`src/rtl/uop_alu_ctl_pkg.sv`:
```
package uop_alu_ctl_pkg;
  localparam int OP_W = 5;
  localparam int XR_W = 3;
  typedef logic [OP_W-1:0] op_t;

  localparam op_t OP_ADD   = 5'h00;
  localparam op_t OP_ADC   = 5'h02;
  localparam op_t OP_SUB   = 5'h05;
  localparam op_t OP_CMP   = 5'h07;
  localparam op_t OP_ROL   = 5'h08;
  localparam op_t OP_ROR   = 5'h09;
  localparam op_t OP_RCL   = 5'h0A;
  localparam op_t OP_RCR   = 5'h0B;
  localparam op_t OP_SHL   = 5'h0C;
  localparam op_t OP_SHR   = 5'h0D;
  localparam op_t OP_SETMO = 5'h0E;
  localparam op_t OP_SAR   = 5'h0F;
  localparam op_t OP_DADJS = 5'h15;
  localparam op_t OP_AADJS = 5'h17;
  localparam op_t OP_DEC   = 5'h19;
  localparam op_t OP_COM1  = 5'h1A;
  localparam op_t OP_NEG   = 5'h1B;
  localparam op_t OP_DEC2  = 5'h1D;

  typedef struct packed {
    logic lshift;
    logic rshift;
    logic sub;
    logic dec;
    logic add;
    logic cmpl;
  } grp_t;

  // Assemble the instruction-defined operation code.
  function automatic op_t fill_pseudo(logic g, logic b6, logic [XR_W-1:0] x);
    return {g, b6, x};
  endfunction

  // Decode a latched operation code into its group strobes.
  function automatic grp_t decode_groups(op_t op);
    grp_t g;
    g = '0;
    unique case (op)
      OP_ROL, OP_RCL, OP_SHL, OP_SETMO: g.lshift = 1'b1;
      OP_ROR, OP_RCR, OP_SHR, OP_SAR:   g.rshift = 1'b1;
      OP_SUB, OP_CMP, OP_DADJS, OP_AADJS: g.sub = 1'b1;
      OP_DEC, OP_DEC2:                  g.dec = 1'b1;
      OP_ADD, OP_ADC:                   g.add = 1'b1;
      OP_COM1, OP_NEG:                  g.cmpl = 1'b1;
      default: g = '0;
    endcase
    return g;
  endfunction
endpackage

```
`src/rtl/uop_xsub.sv`:
```
module uop_xsub
  import uop_alu_ctl_pkg::*;
#(
  parameter op_t PSEUDO_OP = 5'h11
) (
  input  logic            clk,
  input  logic            rst_n,
  input  logic            x_load,
  input  logic [XR_W-1:0] x_src,
  input  logic            ir_b6,
  input  logic            grp_bit,
  input  op_t             op_field,
  output logic [XR_W-1:0] x_q,
  output logic            is_pseudo,
  output op_t             op_next
);
  always_ff @(posedge clk or negedge rst_n) begin
    if (!rst_n)      x_q <= '0;
    else if (x_load) x_q <= x_src;
  end

  assign is_pseudo = (op_field == PSEUDO_OP);

  always_comb begin
    if (is_pseudo) op_next = fill_pseudo(grp_bit, ir_b6, x_q);
    else           op_next = op_field;
  end
endmodule

```
`src/rtl/uop_oplatch.sv`:
```
module uop_oplatch
  import uop_alu_ctl_pkg::*;
#(
  parameter int N_TMP = 3,
  localparam int TSEL_W = $clog2(N_TMP + 1)
) (
  input  logic              clk,
  input  logic              rst_n,
  input  logic              clr,
  input  logic              load,
  input  op_t               op_next,
  input  logic [TSEL_W-1:0] tmp_field,
  output op_t               op_q,
  output logic [N_TMP-1:0]  tmp_q
);
  logic tmp_valid;
  assign tmp_valid = (tmp_field < TSEL_W'(N_TMP));

  always_ff @(posedge clk or negedge rst_n) begin
    if (!rst_n)    op_q <= OP_ADD;
    else if (clr)  op_q <= OP_ADD;
    else if (load) op_q <= op_next;
  end

  for (genvar i = 0; i < N_TMP; i++) begin : g_tmp
    always_ff @(posedge clk or negedge rst_n) begin
      if (!rst_n)                    tmp_q[i] <= (i == 0);
      else if (clr)                  tmp_q[i] <= (i == 0);
      else if (load && tmp_valid)    tmp_q[i] <= (tmp_field == TSEL_W'(i));
    end
  end
endmodule

```
`src/rtl/uop_grpdec.sv`:
```
module uop_grpdec
  import uop_alu_ctl_pkg::*;
(
  input  op_t  op_q,
  output grp_t grp
);
  assign grp = decode_groups(op_q);
endmodule

```
`src/rtl/uop_alu_ctl.sv`:
```
module uop_alu_ctl
  import uop_alu_ctl_pkg::*;
#(
  parameter int  N_TMP     = 3,
  parameter op_t PSEUDO_OP = 5'h11,
  localparam int TSEL_W    = $clog2(N_TMP + 1)
) (
  input  logic              clk,
  input  logic              rst_n,
  input  logic              x_load,
  input  logic [XR_W-1:0]   x_src,
  input  logic              ir_b6,
  input  logic              grp_bit,
  input  logic              second_byte,
  input  logic              alu_en,
  input  logic [OP_W-1:0]   op_field,
  input  logic [TSEL_W-1:0] tmp_field,
  output logic [OP_W-1:0]   op_out,
  output logic [N_TMP-1:0]  tmp_en,
  output logic              grp_lshift,
  output logic              grp_rshift,
  output logic              grp_sub,
  output logic              grp_dec,
  output logic              grp_add,
  output logic              grp_cmpl
);
  logic [XR_W-1:0] x_q;
  logic            is_pseudo;
  op_t             op_next;
  grp_t            grp;

  uop_xsub #(.PSEUDO_OP(PSEUDO_OP)) u_xsub (
    .clk(clk), .rst_n(rst_n), .x_load(x_load), .x_src(x_src),
    .ir_b6(ir_b6), .grp_bit(grp_bit), .op_field(op_field),
    .x_q(x_q), .is_pseudo(is_pseudo), .op_next(op_next)
  );

  uop_oplatch #(.N_TMP(N_TMP)) u_latch (
    .clk(clk), .rst_n(rst_n), .clr(second_byte), .load(alu_en),
    .op_next(op_next), .tmp_field(tmp_field),
    .op_q(op_out), .tmp_q(tmp_en)
  );

  uop_grpdec u_dec (.op_q(op_out), .grp(grp));

  assign grp_lshift = grp.lshift;
  assign grp_rshift = grp.rshift;
  assign grp_sub    = grp.sub;
  assign grp_dec    = grp.dec;
  assign grp_add    = grp.add;
  assign grp_cmpl   = grp.cmpl;
endmodule

```
`config.mk`:
```
export PLATFORM = sky130hd
export DESIGN_NAME = uop_alu_ctl
export DESIGN_NICKNAME = d
export VERILOG_FILES = /design/src/rtl/uop_alu_ctl_pkg.sv /design/src/rtl/uop_xsub.sv /design/src/rtl/uop_oplatch.sv /design/src/rtl/uop_grpdec.sv /design/src/rtl/uop_alu_ctl.sv
export SDC_FILE = /design/constraint.sdc
export NUM_CORES = 1
export LEC_CHECK = 0
export ABC_AREA = 1
export BUFFER_PORTS_ARGS = -buffer_cell sky130_fd_sc_hd__buf_2
export CORE_MARGIN = 2
export CORE_UTILIZATION = 47
export DETAILED_ROUTE_END_ITERATION = 10
export GPL_ROUTABILITY_DRIVEN = 0
export HOLD_SLACK_MARGIN = 0.1
export PLACE_DENSITY = 0.81
export SLEW_MARGIN = 30
export SYNTH_ARGS = -nofsm -noshare
export SYNTH_HDL_FRONTEND = slang
export SYNTH_HIERARCHICAL = 1
export SYNTH_SLANG_ARGS = --single-unit
```
`constraint.sdc`:
```
create_clock -name clk -period 1.1 [get_ports clk]
set_input_delay 0.165 -clock clk [delete_from_list [all_inputs] [get_ports clk]]
set_output_delay 0.165 -clock clk [all_outputs]
set_load 0.005 [all_outputs]
```
# --- Yosys cells after proc, flatten, opt, wreduce, memory -nomap -nowiden ---
# Cells that the tools add are included.
word_totals:
  out_inout_bits: 14
  register_bits: 11
  wordCells: 52
op_classes:
  n_reduce_logical: 11
  n_mux: 15
  eq_ne: 20
  magnitude_cmp: 1
ops:
  columns: ["op", "count"]
  rows:
  - ["$eq A5 B4 Y1 const B", 8]
  - ["$eq A5 B5 Y1 const B", 7]
  - ["$mux W5", 3]
  - ["$mux W1", 12]
  - ["$reduce_or A4 Y1", 3]
  - ["$eq A5 B3 Y1 const B", 2]
  - ["$reduce_or A2 Y1", 3]
  - ["$eq A5 B2 Y1 const B", 1]
  - ["$logic_not A5 Y1", 1]
  - ["$reduce_bool A2 Y1", 2]
  - ["$eq A2 B1 Y1 const B", 1]
  - ["$eq A2 B2 Y1 const B", 1]
  - ["$logic_not A2 Y1", 1]
  - ["$lt A2 B2 Y1 const B", 1]
  - ["$logic_and A1 B1 Y1", 1]

# --- Depth between registers and ports, before layout ---
logic_depth:
  word_depth: 4
  ltp_mapped: 7

# --- Modules after synthesis ---
# Netlist, hierarchy kept.
modules_own_cells:
  columns: ["module", "instances", "seq_area_each_um2", "cells_each", "area_per_inst_um2"]
  rows:
  - ["uop_oplatch", 1, 201.4, 42, 350.3]
  - ["uop_xsub", 1, 75.1, 26, 219.0]
  - ["uop_grpdec", 1, 0.0, 18, 67.6]

# --- Least setup slack after synthesis ---
# No wires, ideal clock.
synth_timing:
  kind: "reg-to-output"
  from: "register u_latch.op_q[0]"
  to: "output grp_add"
  arrival_ns: 0.635
  setup_slack_ns: 0.300
  t_required_ns: 0.935
  stages_incl_launch_ff: 4
  path_cell_list: "dfrtp_1 > inv_1 > nand2_1 > nor2_1"
synth_via:
  elab_chain_cells: 3
synth_rtl:
  columns: ["element", "line_no", "source"]
  rows:
  - ["from (decl)", "uop_oplatch.sv:13", "output op_t op_q,"]
  - ["from (signal assigned)", "uop_oplatch.sv:22", "else if (load) op_q <= op_next;"]
  - ["$eq A5 B2 Y1 / $logic_not A5 Y1 (equally long branches)", "uop_alu_ctl_pkg.sv:43", "unique case (op)"]
  - ["$reduce_or A2 Y1 *", "uop_alu_ctl_pkg.sv:43", null]
  - ["$mux W1 *", "uop_alu_ctl_pkg.sv:43", null]
  - ["to (decl)", "uop_alu_ctl.sv:24", "output logic grp_add,"]
# Mark *: on every way between the ends. The rest lies on a longest branch, timed or not.

# --- Worst setup path in the final report ---
# Ends and elaborated chain as after synthesis.

==> results.json <==
{
  "status": "finished with violations",
  "violations": "negative setup slack",
  "overflow": 0,
  "yosysWarnings": 6,
  "antenna_found_initial": 0,
  "ctsRootBufferMaster": "clkbuf_4",
  "clk_latency_ns": 0.26,
  "switching_power_mw": 0.247,
  "ant_nets": 0,
  "fin_hold_ws_ns": 0.111,
  "netSwitchingFraction_pct": 27.4,
  "worstPathCellList": "inv_2 -> nand2_1 -> nor2_1 -> buf_2",
  "vdd.ir_drop.worst_v": 0.000670,
  "final-setup-viol-count": 6,
  "power.total_mw": 0.903,
  "wl_per_cell_um": 9.96,
  "max-cap-violations": 0,
  "drv_slew": 0,
  "hold_viol": 0,
  "drive_gt1_share_pct": 38.8,
  "io_buffers": 30,
  "fin_crit_ns": 1.20,
  "synthesis.instances": 85,
  "die_x_um": 40.7,
  "vias": 631,
  "slowest_delay_ns": 0.44,
  "share_seq_of_total_power_pct": 50.7,
  "layout-area-overhead-vs-synth_pct": 33.8,
  "die_area_sq_um": 1660,
  "critPathArrivalTime_ns": 1.03,
  "drc": 0,
  "grt_pass1_wl_um": 1960,
  "core_area_sq_um": 1280,
  "finalWirelength_um": 1350,
  "crit_type": "register to output pin",
  "power.density_nw_per_um2": 1070,
  "p_leak_nw": 0.499,
  "pre_cts_ws_ns": 0.180,
  "final_cell_mix": "nand2_1 (36), buf_2 (30), dfrtp_1 (9)",
  "clockBufferDepth": 2,
  "fillerInstances": 122,
  "setup_ws_ns": -0.0960,
  "cts_tree": "yes",
  "placed_cells": 130,
  "row_count": 13,
  "initial_core_util_pct": 49.3,
  "drt_pass1_iterations": 4,
  "worst_setup_path_start_kind": "register",
  "slowest_stage": "dfrtp_2",
  "netlist_area_sq_um": 633,
  "dp_hpwl_um": 1070,
  "final_cells": 136,
  "fmax_mhz": 836,
  "fin_skew_ns": 0.00417,
  "rsz0062_at_grt": "true",
  "htreeDepth": 1,
  "final_nets": 139,
  "clockPowerShare_pct": 29.9,
  "final.period_utilization_pct": 109,
  "grt_max_degree": 12,
  "die_h_um": 40.7,
  "numCtsBuffers": 3,
  "p_int_mw": 0.655,
  "worst_pin_slew_ns": 0.254,
  "viasPerCell": 4.64,
  "fin_setup_tns_ns": -0.369,
  "max_slew_margin_pct": 83.1,
  "synth.net_count": 102,
  "final_common_cell": "nand2_1",
  "combPwrFrac_pct": 19.4,
  "worstHoldPathType": "input pin to register",
  "grt_pass1_vias": 503,
  "endpoint_kind": "output pin",
  "io_pins": 31,
  "drtIter0Drc": 16,
  "num_antenna_cells": 0,
  "worstPathRequired_ns": 0.94,
  "clkSinkCount": 11,
  "cp_max_fo": 6,
  "syn-mean-instance-area_sq_um": 7.45,
  "grt_usage_pct": 18.9,
  "cts.clk_slew.worst_paths_ns": 0.07
}
-- power by group through the flow --
| stage | Sequential (mW) | Clock, mW | Combinational [mW] |
|---|---|---|---|
| 4_1_cts | 0.457 | 0.283 | 0.173 |
| 6_report | 0.458 | 0.270 | 0.175 |
| 3_3_place_gp | 0.462 | 0 | 0.163 |
| 2_1_floorplan | 0.463 | 0 | 0.0786 |
| 3_5_place_dp | 0.464 | 0 | 0.169 |
| 5_1_grt | 0.461 | 0.307 | 0.199 |
-- metrics by stage --
step / util [%] / cell area (sq um)
floorplan: - / 633
global placement: 62.4 / 802
detailed placement: 62.4 / 802
CTS: 65.2 / 838
global route: 65.9 / 847
finish: 65.9 / 847
-- timing repair --
| action | CTS | global route |
|---|---|---|
| pin swaps | 5 | 3 |
| setup endpoints to repair | 6 | 6 |
| cloned | 0 | 0 |
| setup buffers | 0 | 1 |
| hold buffers | 1 | 0 |
| gates resized for setup | 3 | 1 |
| endpoints found under the hold margin | 11 | 0 |
-- routing by layer --
metal | vias up | wire, um | track usage (%)
li1 | 335 | - | -
met1 | 273 | 564 | 20.2
met2 | 21 | 708 | 32.5
met3 | 2 | 75 | 4.89
met4 | 0 | 5 | 12.5
met5 | - | 0 | 0
-- critical path, delay by kind of cell, from the launching register on --
family / cells / cell delay [ns]
simple gates: 2 / 0.14
flops: 1 / 0.44
buf+inv: 2 / 0.18
-- cell type report --
class / instances / area (sq um) / area share [%]
multi-input cells: 61 / 308 / 36.3
flip-flops and latches: 11 / 278 / 32.8
inverters: 13 / 48.8 / 5.76
clock buffers: 4 / 26.3 / 3.10
well taps: 15 / 18.8 / 2.22
repair buffers: 32 / 168 / 19.8
-- sequential cells by signal, indices dropped and copies added (netlist names) --
signal / flops
u_latch/op_q: 5
u_latch/tmp_q: 3
u_xsub/x_q: 3
-- path summary, 6_finish.rpt --
check	cells past startpoint	endpoint	slack, ns	start
setup / recovery	4	grp_add	-0.1	u_latch/op_q[0]
hold reg to reg	2	u_latch/tmp_q[0]	0.49	u_latch/tmp_q[0]
min in group asynchronous	2	u_latch/tmp_q[1]	0.30	rst_n
hold / removal	2	u_xsub/x_q[0]	0.11	x_src[0]
setup reg to reg	3	u_latch/op_q[3]	0.32	u_latch/op_q[3]
max in group asynchronous	2	u_latch/tmp_q[0]	0.54	rst_n
Note: power is estimated with default switching activity, not from simulation.
